<file path="src/rtl/hostcfg_serial_rx.sv">
module hostcfg_serial_rx #(
  parameter int CHANNELS    = 16,
  parameter int COMP_W      = 4,
  parameter int DATA_W      = 8,
  parameter int ADDR_W      = 4,
  parameter int SYNC_STAGES = 2,
  parameter logic [3:0] ADDR_COLOUR = 4'hC,
  parameter logic [3:0] ADDR_CHAN   = 4'hD
) (
  input  logic                        clk,
  input  logic                        rst_n,
  input  logic                        hclk_i,
  input  logic                        hdat_i,
  input  logic                        hlat_i,
  output logic [COMP_W-1:0]           mute_red_o,
  output logic [COMP_W-1:0]           mute_grn_o,
  output logic [COMP_W-1:0]           mute_blu_o,
  output logic [CHANNELS-1:0]         chan_mask_o,
  input  logic [$clog2(CHANNELS)-1:0] qry_chan_i,
  output logic                        qry_en_o
);
  localparam int FRAME_W = DATA_W + ADDR_W;
  localparam int CH_W    = $clog2(CHANNELS);
  localparam int COL_LSB = DATA_W - 2 - COMP_W;
  localparam logic [CHANNELS-1:0] MASK_RST = CHANNELS'(3);

  logic [SYNC_STAGES-1:0] clk_sy, dat_sy, lat_sy;
  logic                   clk_q, lat_q;
  logic [FRAME_W-1:0]     frame;

  always_ff @(posedge clk or negedge rst_n) begin
    if (!rst_n) begin
      clk_sy <= '0;
      dat_sy <= '0;
      lat_sy <= '1;
      clk_q  <= 1'b0;
      lat_q  <= 1'b1;
    end else begin
      clk_sy <= {clk_sy[SYNC_STAGES-2:0], hclk_i};
      dat_sy <= {dat_sy[SYNC_STAGES-2:0], hdat_i};
      lat_sy <= {lat_sy[SYNC_STAGES-2:0], hlat_i};
      clk_q  <= clk_sy[SYNC_STAGES-1];
      lat_q  <= lat_sy[SYNC_STAGES-1];
    end
  end

  wire shift_stb = clk_sy[SYNC_STAGES-1] & ~clk_q;
  wire apply_stb = ~lat_sy[SYNC_STAGES-1] & lat_q;

  always_ff @(posedge clk or negedge rst_n) begin
    if (!rst_n)         frame <= '0;
    else if (shift_stb) frame <= {dat_sy[SYNC_STAGES-1], frame[FRAME_W-1:1]};
  end

  wire [DATA_W-1:0] fdata  = frame[DATA_W-1:0];
  wire [ADDR_W-1:0] faddr  = frame[FRAME_W-1:DATA_W];
  wire [1:0]        sel    = fdata[DATA_W-1:DATA_W-2];
  wire [COMP_W-1:0] colval = fdata[COL_LSB +: COMP_W];
  wire [CH_W-1:0]   chnum  = fdata[CH_W-1:0];
  wire              chon   = fdata[DATA_W-1];
  wire              wr_col = apply_stb && (faddr == ADDR_W'(ADDR_COLOUR));
  wire              wr_ch  = apply_stb && (faddr == ADDR_W'(ADDR_CHAN));

  always_ff @(posedge clk or negedge rst_n) begin
    if (!rst_n) begin
      mute_red_o <= '0;
      mute_grn_o <= '0;
      mute_blu_o <= '1;
    end else if (wr_col) begin
      case (sel)
        2'b00:   mute_red_o <= colval;
        2'b01:   mute_grn_o <= colval;
        2'b10:   mute_blu_o <= colval;
        default: ;
      endcase
    end
  end

  always_ff @(posedge clk or negedge rst_n) begin
    if (!rst_n)     chan_mask_o <= MASK_RST;
    else if (wr_ch) chan_mask_o[chnum] <= chon;
  end

  assign qry_en_o = chan_mask_o[qry_chan_i];
endmodule


</file>
<file path="config.mk">
export PLATFORM = sky130hd
export DESIGN_NAME = hostcfg_serial_rx
export DESIGN_NICKNAME = d
export VERILOG_FILES = /design/src/rtl/hostcfg_serial_rx.sv
export SDC_FILE = /design/constraint.sdc
export NUM_CORES = 1
export LEC_CHECK = 0
export BUFFER_PORTS_ARGS = -buffer_cell sky130_fd_sc_hd__buf_2
export CAP_MARGIN = 30
export CELL_PAD_IN_SITES_DETAIL_PLACEMENT = 1
export CELL_PAD_IN_SITES_GLOBAL_PLACEMENT = 1
export CORE_MARGIN = 1
export CORE_UTILIZATION = 45
export CTS_BUF_LIST = sky130_fd_sc_hd__clkbuf_4 sky130_fd_sc_hd__clkbuf_8
export CTS_CLUSTER_DIAMETER = 80
export DETAILED_ROUTE_END_ITERATION = 8
export HOLD_SLACK_MARGIN = 0.08
export PLACE_DENSITY_LB_ADDON = 0.1
export SLEW_MARGIN = 20
export SYNTH_ARGS = -nofsm -noshare
export SYNTH_HDL_FRONTEND = slang
export SYNTH_SLANG_ARGS = --single-unit
</file>
<file path="constraint.sdc">
create_clock -name clk -period 5.2 [get_ports clk]
set_input_delay 0.52 -clock clk [delete_from_list [all_inputs] [get_ports clk]]
set_output_delay 0.52 -clock clk [all_outputs]
set_load 0.005 [all_outputs]
</file>
==> impl_summary.log, run 1 <==
INFO  metric clkLatencyLatePin = 0.30 ns
INFO  metric synth_top_cells_by_area = dfrtp_1 (46%), mux2_2 (16%), dfstp_2 (11%), mux2_1 (4.8%), mux4_2 (4.2%)
INFO  metric vdd_ir_drop_max = 202 uV
INFO  metric synth-seq-cells = 48
INFO  metric r2r_cells = 3
INFO  metric startpoint_type = primary input
INFO  metric dieArea = 5010 um^2
INFO  metric syn_nets = 143
INFO  metric initial_utilization = 47.9%
INFO  metric power_per_cell_area = 435 nW/um^2
INFO  metric syn2layout_area_growth = 17.3%
INFO  metric mostFrequentLayoutCells = dfrtp_1 (39), buf_2 (37), mux2_2 (31), nor4_1 (12)
INFO  metric synth_largest_area_cell = dfrtp_1
INFO  metric timing.final.hold_violations = 0
INFO  metric ports = 38
INFO  metric grt_max_degree = 27
INFO  metric finalWorstPathRequiredPeriod = 2.11 ns
INFO  metric cts_repair_resize_count = 0
INFO  metric routed_wirelength = 4160 um
INFO  metric cts_inserted_buffers = 5
INFO  metric antenna_left = 0
INFO  metric critical_path_class = in2out
INFO  metric layoutNonFillerInstCount = 225
INFO  metric initial_drt_pass_iterations = 5
INFO  metric clock_tree.htree_level_count = 2
INFO  metric min_path_type = in2async
INFO  metric max_freq = 474 MHz
INFO  metric placement_rows = 24
INFO  metric post-dp-hpwl = 3000 um
INFO  metric avgSynthCellArea = 15.9 um^2
INFO  metric crit_required = 4.68 ns
INFO  metric groute.usage.overall = 19.3%
INFO  metric reg2reg_setup_slack = 3.32 ns
INFO  metric grt_first_pass_wirelength = 7270 um
INFO  metric finalClockSkew = 0.0109 ns
INFO  metric crit_arrival = 1.59 ns
INFO  metric tns_setup = 0 ns
INFO  metric cp_slowest_stage_delay = 0.52 ns
INFO  metric antenna_cells_inserted = 0
INFO  metric tritoncts = yes
INFO  metric synth_warn = 0
INFO  metric synth_cells = 134
INFO  metric hold_ws = 0.227 ns
INFO  metric overall_power = 1.09 mW
INFO  metric post_cts_hold_buffer_count = 0
INFO  metric grt-ovfl-total = 0
INFO  metric relSlewSlack = 39.7%
INFO  metric number_of_cells_after_detailed_placement = 217
INFO  metric crit_path_top_delay_cell = mux4_2
INFO  metric worst_r2r_startpoint = lat_q
INFO  metric setup_repair_after_global_routing_missed_its_margin = false
INFO  metric mappedNetlistArea = 2130 um^2
INFO  metric worst_pin_slew = 0.905 ns
INFO  metric core_region_area = 4440 um^2
INFO  metric num-nets-final = 181
INFO  metric cap_viol_max_count = 0
INFO  metric status = finished clean
INFO  metric routed_wire_length_per_instance = 18.5 um
INFO  metric cts_setup_buffers = 0
INFO  metric post-synth-top-area-fraction = 45.8%
INFO  metric finalWeightedCongestion = 0.692
INFO  metric route.detailed.drc = 0
INFO  metric cts_root_buffer = clkbuf_8
INFO  metric first_global_vias = 1369
INFO  metric antenna_found_initial = 0
INFO  metric chipHeight = 70.8 um
INFO  metric worstSetupEndpointType = output port
INFO  metric path_max_fanout = 4
INFO  metric dr.first_iter.drc_count = 59
INFO  metric leakage = 1.19 nW
INFO  metric die_w = 70.8 um
INFO  metric vias_per_cell = 5.64
INFO  metric commonest_non_fill_non_tap_cell_in_the_layout = dfrtp_1
INFO  metric cell_by_cell_trace_of_the_critical_path = buf_2 -> mux4_2 -> mux2i_1 -> mux2i_1 -> buf_2
INFO  metric postPlaceCellArea = 2360 um^2
INFO  metric port_buffers = 37
INFO  metric setup_viol = 0
INFO  metric num_vias = 1268
INFO  metric yosysUniqueCellTypes = 23
INFO  metric yosysSeqAreaShare = 56.9%
INFO  metric fin_area = 2500 um^2
INFO  metric cts_max_path_buffers = 2
INFO  metric fin_crit_sh = 40.6%
INFO  metric numClockSinks = 48
INFO  metric clkSlewWorstSetupHoldPaths = 0.09 ns
INFO  metric final_layout_size_suffix_gt1_share = 57.8%
INFO  metric rr_endpoint = chan_mask_o[1]
INFO  metric slew_violations = 0
[critical path: cells and delay by family]
kind / cells / cell delay [ns]
buf+inv: 2 / 0.30
mux: 3 / 0.77
[synth_stat cells]
library cell,n
mux4_2,4
nand3_1,1
clkbuf_1,1
buf_6,2
mux2_2,31
nor2_1,1
nand3b_1,2
buf_4,1
or3b_4,1
nor4b_4,1
nor4_1,12
buf_1,2
mux2_1,9
mux2i_1,3
nand2b_1,5
nand2_1,1
dfrtp_1,39
nor4_4,3
nor4_2,3
nand4b_4,1
dfstp_2,9
or2_2,1
buf_2,1
[cell families after synthesis]
| group | Yosys count | synth area share, % |
|---|---|---|
| buffers and inverters | 7 | 2.17 |
| flip-flops | 48 | 56.9 |
| multiplexers | 47 | 26.8 |
| AND/OR/NAND/NOR | 32 | 14.1 |
[through the flow]
stage | setup slack [ns] | util, %
3_3_place_gp | 3.17 | 52.5
6_report | 3.09 | 56.2
2_1_floorplan | 3.48 | -
5_1_grt | 3.03 | 56.2
4_1_cts | 3.08 | 56.2
3_5_place_dp | 3.08 | 53.1
[metal layers]
| layer | global-route usage (%) | share of wire [%] | vias up |
|---|---|---|---|
| met3 | 3.70 | 3.4 | 6 |
| met4 | 6.00 | 1.4 | 0 |
| met5 | 0 | 0 | - |
| li1 | - | - | 579 |
| met2 | 33.7 | 52 | 26 |
| met1 | 24.5 | 43 | 657 |
[how the worst max path moves through the flow]
stage | start | endpoint | slack, ns | cells past startpoint
4_1_cts | qry_chan_i[0] | qry_en_o | 3.08 | 5
5_1_grt | qry_chan_i[0] | qry_en_o | 3.03 | 5
3_5_place_dp | qry_chan_i[0] | qry_en_o | 3.08 | 5
2_1_floorplan | qry_chan_i[0] | qry_en_o | 3.48 | 3
6_report | qry_chan_i[0] | qry_en_o | 3.09 | 5
3_3_place_gp | qry_chan_i[0] | qry_en_o | 3.17 | 5
[final cells by class]
type | count | area (um^2)
Clock buffer | 6 | 76.3
Clock inverter | 2 | 60.1
Fill cell | 450 | 1950
Multi-Input combinational cell | 79 | 871
Sequential cell | 48 | 1210
Tap cell | 52 | 65.1
Timing Repair Buffer | 38 | 213
[where the power goes]
| part | switching, mW | total, mW | internal (mW) |
|---|---|---|---|
| clock network | 0.120 | 0.318 | 0.197 |
| registers | 0.120 | 0.569 | 0.449 |
| logic | 0.0917 | 0.201 | 0.109 |
[flip-flops by register name (all words and copies together) (netlist names)]
register     count
chan_mask_o     16
frame           12
mute_blu_o       4
mute_grn_o       4
mute_red_o       4
clk_sy           2
dat_sy           2
lat_sy           2
clk_q            1
lat_q            1
Power figures use the tool's default switching activity.
==> run 2: changes to the inputs <==
Clock period 5.2 ns to 2 ns, I/O delays scaled along.
==> run 2 against run 1 <==
  * Global-route usage shrank 0.40 points
  * Utilization increased by 0.65 points
  * Combinational power increased to 3.3 times the previous value
  * Via count is 2.9% higher
  * Flip-flop and latch count did not move
  * Critical path depth shrank 2
  * Clock skew about the same
  * Non-clock buffer count increased by 8
  * Wire length shrank 0.29%
  * Power rose to 2.5 times the previous value
  * Sequential power is 140% higher
  * Setup slack got worse by 2.9 ns
==> impl_summary.log, run 2 (same netlist as run 1, synthesis figures left out) <==
INFO  metric max_freq = 542 MHz
INFO  metric port_buffers = 37 (unchanged)
INFO  metric finalClockSkew = 0.0113 ns (was 0.0109 ns)
INFO  metric crit_path_top_delay_cell = dfstp_2 (was mux4_2)
INFO  metric placement_rows = 24 (unchanged)
INFO  metric vdd_ir_drop_max = 550 uV (was 202 uV)
INFO  metric num-nets-final = 189 (was 181)
INFO  metric commonest_non_fill_non_tap_cell_in_the_layout = dfrtp_1 (unchanged)
INFO  metric fillerInstances = 434 (was 450)
INFO  metric dieArea = 5010 um^2 (unchanged)
INFO  metric postPlaceCellArea = 2370 um^2 (was 2360 um^2)
INFO  metric dr.first_iter.drc_count = 54 (was 59)
INFO  metric placement.setup.worst_slack = 0.147 ns (was 3.08 ns)
INFO  metric antenna_cells_inserted = 0 (unchanged)
INFO  metric setup_repair_after_global_routing_missed_its_margin = false (unchanged)
INFO  metric cts_max_path_buffers = 2 (unchanged)
INFO  metric routed_wire_length_per_instance = 17.8 um (was 18.5 um)
INFO  metric seq_pwr_share = 50.1% (was 52.3%)
INFO  metric hold_ws = 0.325 ns (was 0.227 ns)
INFO  metric finalWorstPathRequiredPeriod = 1.85 ns
INFO  metric regMostFlops = chan_mask_o (unchanged)
INFO  metric comb_power_share = 24.1% (was 18.4%)
INFO  metric initial_utilization = 47.9% (unchanged)
INFO  metric num_vias = 1305 (was 1268)
INFO  metric grt-ovfl-total = 0 (unchanged)
INFO  metric crit_family = simple AND/OR/NAND/NOR gates (was multiplexers)
INFO  metric chipHeight = 70.8 um (unchanged)
INFO  metric worst_pin_slew = 0.597 ns (was 0.905 ns)
INFO  metric leakage = 1.20 nW (was 1.19 nW)
INFO  metric cts_setup_buffers = 0 (unchanged)
INFO  metric crit_required = 2.20 ns (was 4.68 ns)
INFO  metric reg.largest.list = chan_mask_o (16), frame (12) (unchanged)
INFO  metric crit_arrival = 2.04 ns (was 1.59 ns)
INFO  metric cell_by_cell_trace_of_the_critical_path = nand4b_4 -> nor4_1 -> mux2_1 (was buf_2 -> mux4_2 -> mux2i_1 -> mux2i_1 -> buf_2)
INFO  metric post-route-worst-setup-slack = 0.154 ns (was 3.09 ns)
INFO  metric critical_path.n_buffers_inverters = 0 (was 2)
INFO  metric core_region_area = 4440 um^2 (unchanged)
INFO  metric slew_violations = 0 (unchanged)
INFO  metric largest_reg_flops = 16 (unchanged)
INFO  metric routed_wirelength = 4150 um (was 4160 um)
INFO  metric clock_tree.htree_level_count = 2 (unchanged)
INFO  metric ports = 38 (unchanged)
INFO  metric initial_drt_pass_iterations = 6 (was 5)
INFO  metric cts_root_buffer = clkbuf_8 (unchanged)
INFO  metric syn2layout_area_growth = 18.6% (was 17.3%)
INFO  metric power.switching_fraction = 32.3% (was 30.6%)
INFO  metric cp_slowest_stage_delay = 0.55 ns (was 0.52 ns)
INFO  metric clock_power_share = 25.8% (was 29.2%)
INFO  metric relSlewSlack = 60.2% (was 39.7%)
INFO  metric setup_viol = 0 (unchanged)
INFO  metric tritoncts = yes (unchanged)
INFO  metric cts_inserted_buffers = 5 (unchanged)
INFO  metric worstSetupEndpointType = flip-flop (was output port)
INFO  metric min_path_type = in2async (unchanged)
INFO  metric timing.final.hold_violations = 0 (unchanged)
INFO  metric clkSlewWorstSetupHoldPaths = 0.10 ns (was 0.09 ns)
INFO  metric startpoint_type = flip-flop (was primary input)
INFO  metric reg2reg_setup_slack = 0.15 ns (was 3.32 ns)
INFO  metric post-dp-hpwl = 2940 um (was 3000 um)
INFO  metric antenna_found_initial = 0 (unchanged)
INFO  metric path_max_fanout = 19 (was 4)
INFO  metric cap_viol_max_count = 0 (unchanged)
INFO  metric sw_power = 0.889 mW (was 0.332 mW)
INFO  metric cts_repair_resize_count = 0 (unchanged)
INFO  metric first_global_vias = 1359 (was 1369)
INFO  metric grt_first_pass_wirelength = 7060 um (was 7270 um)
INFO  metric die_w = 70.8 um (unchanged)
INFO  metric grt_max_degree = 20 (was 27)
INFO  metric tns_setup = 0 ns (unchanged)
INFO  metric status = finished clean (unchanged)
INFO  metric critical_path_class = reg2reg (was in2out)
INFO  metric post_cts_hold_buffer_count = 4 (was 0)
INFO  metric antenna_left = 0 (unchanged)
INFO  metric clkLatencyLatePin = 0.31 ns (was 0.30 ns)
INFO  metric groute.usage.overall = 18.9% (was 19.3%)
INFO  metric numClockSinks = 48 (unchanged)
INFO  metric route.detailed.drc = 0 (unchanged)
INFO  metric post-route-util = 56.8% (was 56.2%)
INFO  metric fin_area = 2530 um^2 (was 2500 um^2)
INFO  metric mostFrequentLayoutCells = dfrtp_1 (39), buf_2 (37), mux2_2 (31), nor4_1 (12) (unchanged)
INFO  metric final_layout_size_suffix_gt1_share = 57.5% (was 57.8%)
INFO  metric fin_crit_sh = 92.3%
INFO  metric finalWeightedCongestion = 0.685 (was 0.692)
INFO  metric vias_per_cell = 5.60 (was 5.64)
INFO  metric power_per_cell_area = 1090 nW/um^2 (was 435 nW/um^2)
INFO  metric internal_power = 1.86 mW (was 0.755 mW)
## run 2: power by group through the flow
stage,Sequential (mW),Clock (mW),Combinational [mW]
final,1.38,0.711,0.662
after global routing,1.42,0.771,0.718
after CTS,1.38,0.738,0.667
after detailed placement,1.40,0,0.657
after global placement,1.38,0,0.630
after floorplan,1.33,0,0.492
## run 2: worst reg2reg max path: cells and delay by family (launching register included)
kind	cells	cell delay [ns]
DFF	1	0.55
muxes	1	0.37
and+or+nand+nor	2	0.82
## run 2: metal layers
layer	track usage (%)	wire length, um	vias up
met5	0	0	-
met4	8.22	65	0
met3	5.27	156	4
met2	30.7	2100	33
met1	24.0	1830	673
li1	-	-	595
## run 2: area by class of cell
class                   count  area (um^2)  share of cell area, %
well taps                  52         65.1                   2.58
flip-flops and latches     48         1210                   48.0
multi-input cells          79          871                   34.5
repair buffers             46          263                   10.4
clock inverters             3         46.3                   1.83
clock buffers               5         68.8                   2.72
## run 2: path summary, 6_finish.rpt
| check | start | to | depth (start not counted) |
|---|---|---|---|
| setup / recovery | lat_q | chan_mask_o[5] | 3 |
| min in group clk | clk_sy[0] | clk_sy[1] | 0 |
| max in group asynchronous | rst_n | mute_blu_o[2] | 3 |
| hold reg to reg | clk_sy[0] | clk_sy[1] | 0 |
| setup reg to reg | lat_q | chan_mask_o[5] | 3 |
| hold / removal | rst_n | chan_mask_o[8] | 2 |
## run 2: per-stage QoR
| stage | instances | total power, mW |
|---|---|---|
| CTS | 233 | 2.79 |
| global route | 233 | 2.91 |
| global placement | 221 | 2.01 |
| finish | 233 | 2.75 |
| detailed placement | 221 | 2.06 |
| floorplan | 134 | 1.82 |
==> run 3: changes to the inputs <==
Settings changed: BUFFER_PORTS_ARGS -buffer_cell sky130_fd_sc_hd__buf_2 to -buffer_cell sky130_fd_sc_hd__buf_4.
==> run 3 against run 2 <==
  * The flow now finishes with violations (DRC)
  * Combinational power up 6.5%
  * Die area unchanged
  * Critical path depth unchanged
  * Highest routed layer unchanged
  * Clock-buffer cell count unchanged
  * Clock power is 3.4% lower
==> impl_summary.log, run 3 (same netlist as run 1, synthesis figures left out) <==
INFO  metric seq_pwr_share = 49.9% (was 50.1%)
INFO  metric ports = 38 (unchanged)
INFO  metric num_vias = 1288 (was 1305)
INFO  metric finalWorstPathRequiredPeriod = 1.82 ns (was 1.85 ns)
INFO  metric placement_rows = 24 (unchanged)
INFO  metric dr.first_iter.drc_count = 98 (was 54)
INFO  metric grt_first_pass_wirelength = 6960 um (was 7060 um)
INFO  metric num-nets-final = 187 (was 189)
INFO  metric commonest_non_fill_non_tap_cell_in_the_layout = buf_4 (was dfrtp_1)
INFO  metric setup_repair_after_global_routing_missed_its_margin = false (unchanged)
INFO  metric worst_r2r_startpoint = lat_q (unchanged)
INFO  metric power_per_cell_area = 1070 nW/um^2 (was 1090 nW/um^2)
INFO  metric grt_max_degree = 49 (was 20)
INFO  metric chipHeight = 70.8 um (unchanged)
INFO  metric largest_reg_flops = 16 (unchanged)
INFO  metric worstSetupEndpointType = flip-flop (unchanged)
INFO  metric violations_in_the_final_reports = DRC
INFO  metric initial_drt_pass_iterations = 6 (unchanged)
INFO  metric setup_viol = 0 (unchanged)
INFO  metric reg2reg_setup_slack = 0.18 ns (was 0.15 ns)
INFO  metric slew_violations = 0 (unchanged)
INFO  metric finalWeightedCongestion = 0.708 (was 0.685)
INFO  metric vdd_ir_drop_max = 593 uV (was 550 uV)
INFO  metric min_path_type = reg2reg (was in2async)
INFO  metric antenna_found_initial = 0 (unchanged)
INFO  metric tritoncts = yes (unchanged)
INFO  metric clock_tree.htree_level_count = 2 (unchanged)
INFO  metric comb_power_share = 25.3% (was 24.1%)
INFO  metric clock_power_share = 24.7% (was 25.8%)
INFO  metric initial_utilization = 47.9% (unchanged)
INFO  metric route.detailed.drc = 4 (was 0)
INFO  metric clkLatencyLatePin = 0.30 ns (was 0.31 ns)
INFO  metric groute.usage.overall = 18.3% (was 18.9%)
INFO  metric crit_arrival = 2.00 ns (was 2.04 ns)
INFO  metric port_buffers = 37 (unchanged)
INFO  metric critical_path_class = reg2reg (unchanged)
INFO  metric relSlewSlack = 60.3% (was 60.2%)
INFO  metric die_w = 70.8 um (unchanged)
INFO  metric final_layout_size_suffix_gt1_share = 57.0% (was 57.5%)
INFO  metric cts_root_buffer = clkbuf_8 (unchanged)
INFO  metric finalClockSkew = 0.0110 ns (was 0.0113 ns)
INFO  metric post-dp-hpwl = 2810 um (was 2940 um)
INFO  metric post-route-util = 58.5% (was 56.8%)
INFO  metric antenna_cells_inserted = 0 (unchanged)
INFO  metric leakage = 1.20 nW (about the same)
INFO  metric r2r_cells = 3 (unchanged)
INFO  metric endpoint = mute_red_o[1] (was chan_mask_o[5])
INFO  metric worst_pin_slew = 0.596 ns (was 0.597 ns)
INFO  metric first_global_vias = 1359 (unchanged)
INFO  metric fin_crit_sh = 90.9% (was 92.3%)
INFO  metric startpoint_type = flip-flop (unchanged)
INFO  metric power.switching_fraction = 31.8% (was 32.3%)
INFO  metric routed_wirelength = 4070 um (was 4150 um)
INFO  metric fillerInstances = 448 (was 434)
INFO  metric crit_required = 2.18 ns (was 2.20 ns)
INFO  metric reg.largest.list = chan_mask_o (16), frame (12) (unchanged)
INFO  metric cts_setup_buffers = 0 (unchanged)
INFO  metric placement.setup.worst_slack = 0.167 ns (was 0.147 ns)
INFO  metric timing.final.hold_violations = 0 (unchanged)
INFO  metric cts_repair_resize_count = 0 (unchanged)
INFO  metric rr_endpoint = mute_red_o[1] (was chan_mask_o[5])
INFO  metric cts_max_path_buffers = 2 (unchanged)
INFO  metric post-route-worst-setup-slack = 0.182 ns (was 0.154 ns)
INFO  metric internal_power = 1.90 mW (was 1.86 mW)
INFO  metric cap_viol_max_count = 0 (unchanged)
INFO  metric numClockSinks = 48 (unchanged)
INFO  metric antenna_left = 0 (unchanged)
INFO  metric regMostFlops = chan_mask_o (unchanged)
INFO  metric core_region_area = 4440 um^2 (unchanged)
INFO  metric routed_wire_length_per_instance = 17.6 um (was 17.8 um)
INFO  metric tns_setup = 0 ns (unchanged)
INFO  metric cts_inserted_buffers = 5 (unchanged)
INFO  metric overall_power = 2.78 mW (was 2.75 mW)
INFO  metric vias_per_cell = 5.58 (was 5.60)
INFO  metric mostFrequentLayoutCells = buf_4 (40), dfrtp_1 (39), mux2_2 (31), nor4_1 (12) (was dfrtp_1 (39), buf_2 (37), mux2_2 (31), nor4_1 (12))
INFO  metric dieArea = 5010 um^2 (unchanged)
INFO  metric path_max_fanout = 19 (unchanged)
INFO  metric sw_power = 0.885 mW (was 0.889 mW)
INFO  metric syn2layout_area_growth = 22.1% (was 18.6%)
INFO  metric post_cts_hold_buffer_count = 4 (unchanged)
INFO  metric grt-ovfl-total = 0 (unchanged)
INFO  metric status = complete, but fails checks (was finished clean)
INFO  metric critical_path.startpoint = lat_q (unchanged)
INFO  metric clkSlewWorstSetupHoldPaths = 0.08 ns (was 0.10 ns)
INFO  metric max_freq = 550 MHz (was 542 MHz)
run 3: layer usage:
layer	part of all wire, %	track usage (%)	up-vias	wire length, um
met5	0	0	-	0
met4	0.81	4.67	0	33
met3	3.3	3.42	6	133
met2	52	31.6	26	2100
met1	44	24.1	660	1800
li1	-	-	596	-
run 3: area by class of cell:
type,instances,area (um^2),area share [%]
Multi-Input combinational cell,79,871,33.5
Clock buffer,5,68.8,2.65
Clock inverter,3,42.5,1.64
Tap cell,52,65.1,2.50
Timing Repair Buffer,44,340,13.1
Sequential cell,48,1210,46.6
run 3: worst max-delay path: stages, from the launching register on:
cell,delay (ns)
dfstp_2,0.55
nand4b_4,0.31
nor4b_4,0.46
mux2_2,0.38
run 3: worst min path at each step:
stage               from              end  cells after the start
6_report       clk_sy[0]        clk_sy[1]                      0
5_1_grt        lat_sy[0]        lat_sy[1]                      0
4_1_cts        clk_sy[0]        clk_sy[1]                      0
3_5_place_dp       rst_n   chan_mask_o[8]                      1
3_3_place_gp       rst_n   chan_mask_o[8]                      1
2_1_floorplan      rst_n  chan_mask_o[10]                      0
run 3: stage by stage:
step,std cells,hold slack [ns],instance area [um^2]
6_report,231,0.358,2600
5_1_grt,231,0.370,2600
4_1_cts,231,0.362,2600
3_5_place_dp,219,0.246,2450
3_3_place_gp,219,0.231,2450
2_1_floorplan,134,-0.0956,2130
run 3: power groups by stage:
stage | logic (mW) | clock network [mW] | registers [mW]
finish | 0.705 | 0.687 | 1.39
global route | 0.767 | 0.760 | 1.43
CTS | 0.720 | 0.710 | 1.39
detailed placement | 0.700 | 0 | 1.40
global placement | 0.670 | 0 | 1.38
floorplan | 0.492 | 0 | 1.33
